## src/rtl/ffcr_pkg.sv

```systemverilog
package ffcr_pkg;
  localparam int FLDW = 3;
  localparam int BITW = 2;
  localparam int SELW = FLDW + BITW;
  localparam int CRW  = 1 << SELW;

  typedef enum logic [2:0] {
    OP_AND  = 3'd0,
    OP_OR   = 3'd1,
    OP_XOR  = 3'd2,
    OP_NAND = 3'd3,
    OP_NOR  = 3'd4,
    OP_EQV  = 3'd5,
    OP_ANDC = 3'd6,
    OP_ORC  = 3'd7
  } crop_e;

  // Advance the field part of a selector, keeping the bit-in-field part.
  function automatic logic [SELW-1:0] step_sel(input logic [SELW-1:0] s,
                                               input logic [FLDW-1:0] off);
    logic [FLDW-1:0] fld;
    fld = s[SELW-1:BITW] + off;
    return {fld, s[BITW-1:0]};
  endfunction

  function automatic logic crlogic(input crop_e op, input logic a, input logic b);
    logic r;
    case (op)
      OP_AND:  r = a & b;
      OP_OR:   r = a | b;
      OP_XOR:  r = a ^ b;
      OP_NAND: r = ~(a & b);
      OP_NOR:  r = ~(a | b);
      OP_EQV:  r = ~(a ^ b);
      OP_ANDC: r = a & ~b;
      default: r = a | ~b;
    endcase
    return r;
  endfunction
endpackage

```

## src/rtl/ffcr_selmap.sv

```systemverilog
module ffcr_selmap
  import ffcr_pkg::*;
(
  input  logic [SELW-1:0] ba_i,
  input  logic [SELW-1:0] bb_i,
  input  logic [SELW-1:0] bc_i,
  input  logic [FLDW-1:0] off_i,
  output logic [SELW-1:0] a_sel_o,
  output logic [SELW-1:0] b_sel_o,
  output logic [SELW-1:0] t_sel_o
);
  assign a_sel_o = step_sel(ba_i, off_i);
  assign b_sel_o = step_sel(bb_i, off_i);
  assign t_sel_o = step_sel(bc_i, off_i);


  always_comb begin
    bitpos_keep_chk: assert (t_sel_o[BITW-1:0] == bc_i[BITW-1:0]);
  end
endmodule

```

## src/rtl/ffcr_logic.sv

```systemverilog
module ffcr_logic
  import ffcr_pkg::*;
(
  input  logic [2:0] op_i,
  input  logic       a_i,
  input  logic       b_i,
  input  logic       inv_i,
  output logic       res_o,
  output logic       fail_o
);
  assign res_o  = crlogic(crop_e'(op_i), a_i, b_i);
  // Test passes when the result differs from the invert flag.
  assign fail_o = (res_o == inv_i);
endmodule

```

## src/rtl/ffcr_crfile.sv

```systemverilog
module ffcr_crfile
  import ffcr_pkg::*;
(
  input  logic            clk,
  input  logic            rst_n,
  input  logic            load_i,
  input  logic [CRW-1:0]  load_data_i,
  input  logic            we_i,
  input  logic [SELW-1:0] wsel_i,
  input  logic            wbit_i,
  output logic [CRW-1:0]  cr_o
);
  always_ff @(posedge clk or negedge rst_n) begin
    if (!rst_n) cr_o <= '0;
    else if (load_i) cr_o <= load_data_i;
    else if (we_i) cr_o[wsel_i] <= wbit_i;
  end


  cr_hold_chk: assert property (@(posedge clk) disable iff (!rst_n)
    (!load_i && !we_i) |=> $stable(cr_o));


  cr_write_chk: assert property (@(posedge clk) disable iff (!rst_n)
    (!load_i && we_i) |=> ($countones(cr_o ^ $past(cr_o)) <= 1));
endmodule

```

## src/rtl/ffcr_ctrl.sv

```systemverilog
module ffcr_ctrl #(
  parameter int VLW = 7
) (
  input  logic           clk,
  input  logic           rst_n,
  input  logic           start_i,
  input  logic [VLW-1:0] vl_i,
  input  logic           vli_i,
  input  logic           fail_i,
  output logic           accept_o,
  output logic           busy_o,
  output logic [VLW-1:0] idx_o,
  output logic [VLW-1:0] vl_o,
  output logic           done_o
);
  logic [VLW-1:0] idx_nxt;
  logic           fail_ev;
  logic           last_ev;

  assign accept_o = start_i && !busy_o;
  assign idx_nxt  = idx_o + {{(VLW-1){1'b0}}, 1'b1};
  assign fail_ev  = busy_o && fail_i;
  assign last_ev  = busy_o && !fail_i && (idx_nxt == vl_o);

  always_ff @(posedge clk or negedge rst_n) begin
    if (!rst_n) begin
      busy_o <= 1'b0;
      idx_o  <= '0;
      vl_o   <= '0;
      done_o <= 1'b0;
    end else begin
      done_o <= 1'b0;
      if (accept_o) begin
        vl_o   <= vl_i;
        idx_o  <= '0;
        busy_o <= (vl_i != '0);
        done_o <= (vl_i == '0);
      end else if (fail_ev) begin
        vl_o   <= vli_i ? idx_nxt : idx_o;
        busy_o <= 1'b0;
        done_o <= 1'b1;
      end else if (last_ev) begin
        busy_o <= 1'b0;
        done_o <= 1'b1;
      end else if (busy_o) begin
        idx_o <= idx_nxt;
      end
    end
  end


  fail_stop_chk: assert property (@(posedge clk) disable iff (!rst_n)
    fail_ev |=> (!busy_o && done_o));


  vl_excl_chk: assert property (@(posedge clk) disable iff (!rst_n)
    (fail_ev && !vli_i) |=> (vl_o == $past(idx_o)));


  vl_incl_chk: assert property (@(posedge clk) disable iff (!rst_n)
    (fail_ev && vli_i) |=> (vl_o == $past(idx_o) + 1'b1));


  vl_keep_chk: assert property (@(posedge clk) disable iff (!rst_n)
    (busy_o && !fail_i) |=> $stable(vl_o));


  zero_vl_chk: assert property (@(posedge clk) disable iff (!rst_n)
    (accept_o && vl_i == '0) |=> (done_o && !busy_o));


  vl_hold_chk: assert property (@(posedge clk) disable iff (!rst_n)
    (!busy_o && !start_i) |=> $stable(vl_o));


  step_chk: assert property (@(posedge clk) disable iff (!rst_n)
    (busy_o && !fail_ev && !last_ev) |=> (busy_o && idx_o == $past(idx_o) + 1'b1));
endmodule

```

## src/rtl/ffcr_seq.sv

```systemverilog
module ffcr_seq
  import ffcr_pkg::*;
#(
  parameter int VLW = 7
) (
  input  logic            clk,
  input  logic            rst_n,
  input  logic            start_i,
  input  logic [VLW-1:0]  vl_i,
  input  logic [2:0]      op_i,
  input  logic [SELW-1:0] ba_i,
  input  logic [SELW-1:0] bb_i,
  input  logic [SELW-1:0] bc_i,
  input  logic            inv_i,
  input  logic            vli_i,
  input  logic [CRW-1:0]  cr_i,
  output logic [CRW-1:0]  cr_o,
  output logic [VLW-1:0]  vl_o,
  output logic            done_o
);
  logic            accept;
  logic            busy;
  logic [VLW-1:0]  idx;
  logic [SELW-1:0] a_sel, b_sel, t_sel;
  logic            res_bit, fail;

  ffcr_selmap u_selmap (
    .ba_i    (ba_i),
    .bb_i    (bb_i),
    .bc_i    (bc_i),
    .off_i   (idx[FLDW-1:0]),
    .a_sel_o (a_sel),
    .b_sel_o (b_sel),
    .t_sel_o (t_sel)
  );

  ffcr_logic u_logic (
    .op_i   (op_i),
    .a_i    (cr_o[a_sel]),
    .b_i    (cr_o[b_sel]),
    .inv_i  (inv_i),
    .res_o  (res_bit),
    .fail_o (fail)
  );

  ffcr_crfile u_crfile (
    .clk         (clk),
    .rst_n       (rst_n),
    .load_i      (accept),
    .load_data_i (cr_i),
    .we_i        (busy),
    .wsel_i      (t_sel),
    .wbit_i      (res_bit),
    .cr_o        (cr_o)
  );

  ffcr_ctrl #(.VLW(VLW)) u_ctrl (
    .clk      (clk),
    .rst_n    (rst_n),
    .start_i  (start_i),
    .vl_i     (vl_i),
    .vli_i    (vli_i),
    .fail_i   (fail),
    .accept_o (accept),
    .busy_o   (busy),
    .idx_o    (idx),
    .vl_o     (vl_o),
    .done_o   (done_o)
  );


  reset_state_chk: assert property (@(posedge clk)
    !rst_n |=> (cr_o == '0 && vl_o == '0 && !done_o));
endmodule

```

## config.mk

```make
export PLATFORM = sky130hd
export DESIGN_NAME = ffcr_seq
export DESIGN_NICKNAME = d
export VERILOG_FILES = /design/src/rtl/ffcr_pkg.sv /design/src/rtl/ffcr_selmap.sv /design/src/rtl/ffcr_logic.sv /design/src/rtl/ffcr_crfile.sv /design/src/rtl/ffcr_ctrl.sv /design/src/rtl/ffcr_seq.sv
export SDC_FILE = /design/constraint.sdc
export NUM_CORES = 1
export LEC_CHECK = 0
export BUFFER_PORTS_ARGS = -buffer_cell sky130_fd_sc_hd__buf_2
export CORE_UTILIZATION = 50
export DETAILED_ROUTE_END_ITERATION = 8
export PLACE_DENSITY = 0.77
export SLEW_MARGIN = 20
export SYNTH_ARGS = -nofsm -noshare
export SYNTH_HDL_FRONTEND = slang
export SYNTH_SLANG_ARGS = --single-unit
```

## constraint.sdc

```tcl
create_clock -name clk -period 5.8 [get_ports clk]
set_input_delay 0.29 -clock clk [delete_from_list [all_inputs] [get_ports clk]]
set_output_delay 0.29 -clock clk [all_outputs]
set_load 0.005 [all_outputs]
```

# After elaboration in Yosys (flattened, before gate mapping)
# Index checks and enable logic that the tools add are counted.
word_totals:
  ff_bits: 48
  in_bits: 62
  out_inout_bits: 40
  wordCells: 69
classes:
  n_addsub: 4
  order_cmp: 4
  eq_ne: 10
  muxes: 23
  bitwise_logic: 9
  reduce_logical: 14
ops:
  columns: ["op", "n"]
  rows:
  - ["2-to-1 mux 32 bit", 2]
  - ["2-to-1 mux 7 bit", 7]
  - ["bitwise mux 32 bit", 1]
  - ["< comparator 5 x 6 -> 1 bit (second input constant)", 3]
  - ["binary-select mux 1 bit (select 5 bit)", 2]
  - ["adder 3 bit", 3]
  - ["equality test 3 bit (second input constant)", 3]
  - ["2-to-1 mux 1 bit", 9]
  - ["adder 7 x 1 -> 7 bit (second input constant)", 1]
  - ["equality test 7 bit", 1]
  - ["zero test 7 bit", 1]
  - ["one-hot mux 1 bit (7 select lines)", 1]
  - ["nonzero test 7 bit", 1]
  - ["equality test 3 x 2 -> 1 bit (second input constant)", 2]
  - ["demux 1 bit (select 5 bit)", 1]
  - [">= comparator 5 x 1 -> 1 bit (second input constant)", 1]
  - ["logical AND 1 bit", 5]
  - ["!= test 2 bit (second input constant)", 2]
  - ["inverter 1 bit", 4]
  - ["nonzero test 2 bit", 2]
  - ["equality test 3 x 1 -> 1 bit (second input constant)", 1]
  - ["zero test 3 bit", 1]
  - ["AND reduction 3 bit", 1]
  - ["nonzero test 3 bit", 1]
  - ["5 further kinds", 8]

# Depth between registers and ports, before layout
logic_depth:
  depth_word: 13
  mapped_depth: 15
  depth_no_buf: 14

# Modules after synthesis
# A second synthesis with hierarchy kept.
hier_totals:
  cells_unflattened: 475
  area_unflattened_um2: 4130.2
modules_own_cells:
  columns: ["module", "n_inst", "cells_each", "area_each_um2", "seq_area_each_um2"]
  rows:
  - ["ffcr_crfile", 1, 202, 1798.0, 800.8]
  - ["ffcr_ctrl", 1, 143, 1260.0, 400.4]
  - ["ffcr_seq", 1, 82, 650.6, 0.0]
  - ["ffcr_selmap", 1, 25, 247.7, 0.0]
  - ["ffcr_logic", 1, 23, 173.9, 0.0]

# Worst setup path after synthesis
# OpenSTA, ideal clock, no wires.
synth_timing:
  path_kind: "in2reg"
  startpoint: "input port ba_i[0]"
  endpoint: "register u_ctrl.idx_o[2]"
  setup_time_ns: 0.126
  arrival_time_ns: 3.726
  t_required_ns: 5.674
  slack_ns: 1.948
  stages: 12
  n_path_buf: 2
  cell_sequence: "clkbuf_1 mux4_2 mux4_2 mux2i_1 ha_1 nand2_1 o21ai_0 mux4_2 xor2_2 or2_1 buf_6 a311o_1"
synth_via:
  elab_chain_cells: 11
  word_cells_on_any_way: 19
  classes_between: "eq/ne: 3; mux: 3; bitwise: 8; reduce/logical: 5"
synth_rtl:
  columns: ["element", "line", "text"]
  rows:
  - ["start: declaration", "ffcr_seq.sv:11", "input logic [SELW-1:0] ba_i,"]
  - ["binary-select mux 1 bit (select 5 bit) *", "ffcr_seq.sv:39", ".a_i (cr_o[a_sel]),"]
  - ["2-to-1 mux 1 bit (implied by the code) *", "ffcr_seq.sv:39", null]
  - ["bitwise XOR 1 bit, or another cell as far along", "ffcr_pkg.sv:31, ffcr_pkg.sv:34", null]
  - ["inverter 1 bit, on equally long branches", "ffcr_pkg.sv:34, ffcr_pkg.sv:32, ffcr_pkg.sv:33", null]
  - ["one-hot mux 1 bit (7 select lines) *", "ffcr_pkg.sv:28", "case (op)"]
  - ["equality test 1 bit *", "ffcr_logic.sv:13", "assign fail_o = (res_o == inv_i);"]
  - ["zero test 1 bit", "ffcr_ctrl.sv:23", "assign last_ev = busy_o && !fail_i && (idx_nxt == vl_o);"]
  - ["logical AND 1 bit (2 in a row)", "ffcr_ctrl.sv:23", null]
  - ["!= test 2 bit (no source line)", null, null]
  - ["AND reduction 3 bit (no source line) *", null, null]
  - ["end signal: assignment", "ffcr_ctrl.sv:46", "idx_o <= idx_nxt;"]
  - ["end: declaration", "ffcr_ctrl.sv:12", "output logic [VLW-1:0] idx_o,"]
# Mark *: on every way between the ends. The rest lies on a longest branch, timed or not. The select of a mux whose other input is x is not followed.
# A chain may end at the register's enable or synchronous reset.

# Worst setup path in the final report
layout_timing:
  startpoint: "register u_ctrl.idx_o[0]"
  endpoint: "register u_ctrl.idx_o[4]"
layout_via:
  elab_chain_cells: 12
  word_cells_on_any_way: 30
  classes_between: "add/sub: 3; eq/ne: 4; mux: 9; bitwise: 9; reduce/logical: 5"
layout_rtl:
  columns: ["element", "line", "text"]
  rows:
  - ["adder 3 bit", "ffcr_pkg.sv:22", "fld = s[SELW-1:BITW] + off;"]
  - ["binary-select mux 1 bit (select 5 bit), on equally long branches", "ffcr_seq.sv:40, ffcr_seq.sv:39", null]
  - ["2-to-1 mux 1 bit, on equally long branches", "ffcr_seq.sv:40, ffcr_seq.sv:39", null]
  - ["inverter 1 bit, or another cell as far along", "ffcr_pkg.sv:35, ffcr_pkg.sv:36", null]
  - ["bitwise OR 1 bit, or another cell as far along", "ffcr_pkg.sv:36", "default: r = a | ~b;"]
  - ["one-hot mux 1 bit (7 select lines)", "ffcr_pkg.sv:28", null]
  - ["equality test 1 bit", "ffcr_logic.sv:13", null]
  - ["zero test 1 bit", "ffcr_ctrl.sv:23", null]
  - ["logical AND 1 bit (2 in a row)", "ffcr_ctrl.sv:23", null]
  - ["!= test 2 bit (no source line)", null, null]
  - ["AND reduction 3 bit (no source line)", null, null]
# Several ways; a longest one is shown, not always the timed one. The select of a mux whose other input is x is not followed.

==> metrics.md <==
| Metric | Value |
|---|---|
| Vias in the first global route | `around 3.2k` |
| Flops & latches, synth | `between 40 and 50` |
| Startpoint Class | `flop` |
| EDFF count, synth | `0` |
| Clk_skew | `0.007036 ns` |
| CP Capture Type | `flop` |
| All-layer global routing usage | `around 28%` |
| First-pass GRT wire length | `about 16 mm` |
| DR WL/cell | `roughly 19 um` |
| Syn_nets | `roughly 420` |
| Tmin final | `4.286 ns` |
| Critical path origin | `u_ctrl.idx_o[0]` |
| Clock-pin slew on the worst setup and hold paths | `about 0.090 ns` |
| Core region area | `6794 um2` |
| HP Class | `input port to asynchronous set/reset pin` |
| Post-cts resize count | `0` |
| Die area | `about 7400 um2` |
| Initial Utilization | `roughly half` |
| Hold Vio Cnt, Final | `0` |
| I/O Pins | `102` |
| Worst hold slack | `about 0.09 ns` |
| Yosys synthesis warning count | `0` |
| Crit path max fanout | `16` |
| Maximum capacitance violations | `0` |
| Leak | `between 1.5 and 2 nW` |
| Pwr Density | `roughly 520 nW/um2` |
| Fin. max-slew vios | `0` |
| Worst-Skew Late Latency | `0.31 ns` |
| Register area | `1201 um2` |
| Netlist cell types | `36` |
| Mapped cell area | `3515 um2` |
| Total grt overflow | `0` |
| Setup bufs post-CTS | `0` |
| Antenna cells | `0` |
| Setup Viol. Count Final | `0` |
| Die height | `about 86 um` |
| Dpl hpwl | `7.127 mm` |
| Vias per cell | `a little over 6` |
| Status | `complete, no violations` |
| Nets | `504` |
| Unrepaired setup endpoints after global routing | `false` |
| Post-synth top flop | `dfrtp_1` |
| Vias after detailed routing | `3231` |
| Setup_tns | `0 ns` |
| Seq/Total Area, Yosys | `between 30 and 40%` |
| Final antenna-violating net count | `0` |
| Fmax | `0.2333 GHz` |
| Avg Inst Size Synth | `approximately 10 um2` |
| CTS tree | `done` |
| Relative slew margins | `approximately 30%` |
| Cell count after synthesis | `351` |
| Drc violations | `0` |
| Crit path kind | `flop to flop` |
| TritonCTS Buffers | `5` |
| Clk root buf | `clkbuf_8` |
| H-tree Lvls | `2` |
| IO buf count | `101` |
| Finished Cell Area | `between 4000 and 5000 um2` |
| Initial antenna violation count | `0` |
| Critical path required time | `roughly 6.0 ns` |
| Worst Path Arrival | `approximately 4.5 ns` |
| Final Wtd Congestion | `approximately 0.9` |
| Site Rows | `30` |
| Tcrit/Tclk final | `approximately 74%` |
| Drt total wl | `around 10 mm` |
| Syn-to-layout area delta | `17.91%` |
| Worst Tran Pin Value | `around 1.1 ns` |
| Hold buffer count at cts | `0` |
| Peak supply drop | `221.1 uV` |
| Final total power | `between 2 and 2.5 mW` |
| Placed cell area | `4036 um2` |
| Footprint of the multi-input gates | `roughly 2200 um2` |
| Max clock buf depth | `2` |
| FF-to-FF Start | `u_ctrl.idx_o[0]` |
| Clock sink total | `48` |
| Filler Cell Count | `between 500 and 600` |
| DRT iter0 DRCs | `about 220` |
| DIE WIDTH | `between 80 and 90 um` |
| Pin count of the biggest net entering global routing | `between 40 and 50` |
| Post-synthesis async set-or-reset flop share | `between 90% and 100%` |
| Number of detailed-route iterations in the first pass | `4` |
| Layout cell share with drive strength beyond 1 | `31.25%` |
flip-flops by register name (all words and copies together), names as in the netlist:
register	cells
u_crfile.cr_o	32
u_ctrl.idx_o	7
u_ctrl.vl_o	7
u_ctrl.busy_o	1
u_ctrl.done_o	1
worst max-delay path, cell delays in order, from the launching register on:
cell     delay [ns]
dfrtp_1        0.59
ha_1           0.23
inv_1          0.05
fa_1           0.38
xor2_1         0.17
xnor2_1        0.25
mux2i_1        0.36
inv_1          0.11
ha_1           0.21
inv_1          0.06
mux2i_1        0.06
mux4_2         0.53
xor2_2         0.71
nor4_1         0.13
a311o_1        0.35
layout make-up:
cell class,count,share of cell area (%)
multi-input combinational,263,51.96
sequential,48,28.99
timing repair buffer,104,12.74
tap,96,2.899
clock buffer,6,1.751
clock inverter,2,0.8454
inverter,9,0.8152
stage by stage:
stage	setup slack [ns]	instances	utilization, %
floorplan	1.948	351	-
detailed placement	1.562	520	59.41
global placement	1.662	520	59.41
CTS	1.545	528	60.99
global route	1.199	528	60.99
finish	1.514	528	60.99
per-layer routing:
layer	vias up	track usage (%)	wire (um)
met5	-	0	0
met4	0	9.545	148
met3	15	5.582	808
met2	161	44.36	4626
met1	1565	40.15	4218
li1	1490	-	-
cells in the final DEF (no fill, tap or decap), types with 7 or more instances in the layout:
cell      synthesis  layout
buf_2             3     101
o211ai_1         64      64
nand2_1          58      58
ha_1              8       8
a21oi_1           8       8
mux4_2           21      21
mux2i_1          12      12
a211oi_1          7       7
nor3_1            7       7
nor2b_1          10       9
inv_1             9       9
xor2_1            9       9
dfrtp_1          48      48
xnor2_1          14      14
worst paths after layout:
path	end	slack (ns)	cells past startpoint
worst max-delay path	u_ctrl.idx_o[4]	1.51	14
worst max register to register	u_ctrl.idx_o[4]	1.51	14
min in group clk	u_crfile.cr_o[20]	0.21	3
max in group asynchronous	u_crfile.cr_o[1]	5.27	2
worst min register to register	u_ctrl.idx_o[5]	0.57	1
worst min-delay path	u_ctrl.vl_o[3]	0.09	2
Yosys cell counts (4+ instances only):
library cell	n	area, um2
inv_1	9	33.78
a211oi_1	7	52.55
xnor2_1	14	122.6
clkbuf_1	26	97.59
dfrtp_1	48	1201
ha_1	8	100.1
o211ai_1	64	480.5
xor2_1	9	78.83
nand3b_1	4	30.03
a21oi_1	8	40.04
nor4_1	4	25.02
mux2i_1	12	120.1
a311o_1	5	50.05
nor3_1	7	35.03
mux4_2	21	473.0
nor2b_1	10	62.56
and3_1	6	37.54
o21ai_0	4	20.02
or3_1	5	31.28
nand2_1	58	217.7
report_power, final:
part           internal [mW]  switching [mW]  total [mW]
registers              0.487           0.231       0.718
logic                  0.591           0.593        1.18
clock network          0.128           0.118       0.246
total                   1.21           0.942        2.15
kinds of logic after synthesis:
kind of cell	Yosys count	synth area share (%)
buffers and inverters	40	4.628
and+or+nand+nor	102	13.99
adders and majority gates	11	4.557
DFF	48	34.18
xor gates and xnor gates	24	6.195
AOI/OAI and AO/OA	92	19.26
muxes	34	17.19
(Power assumes the default switching activity.)
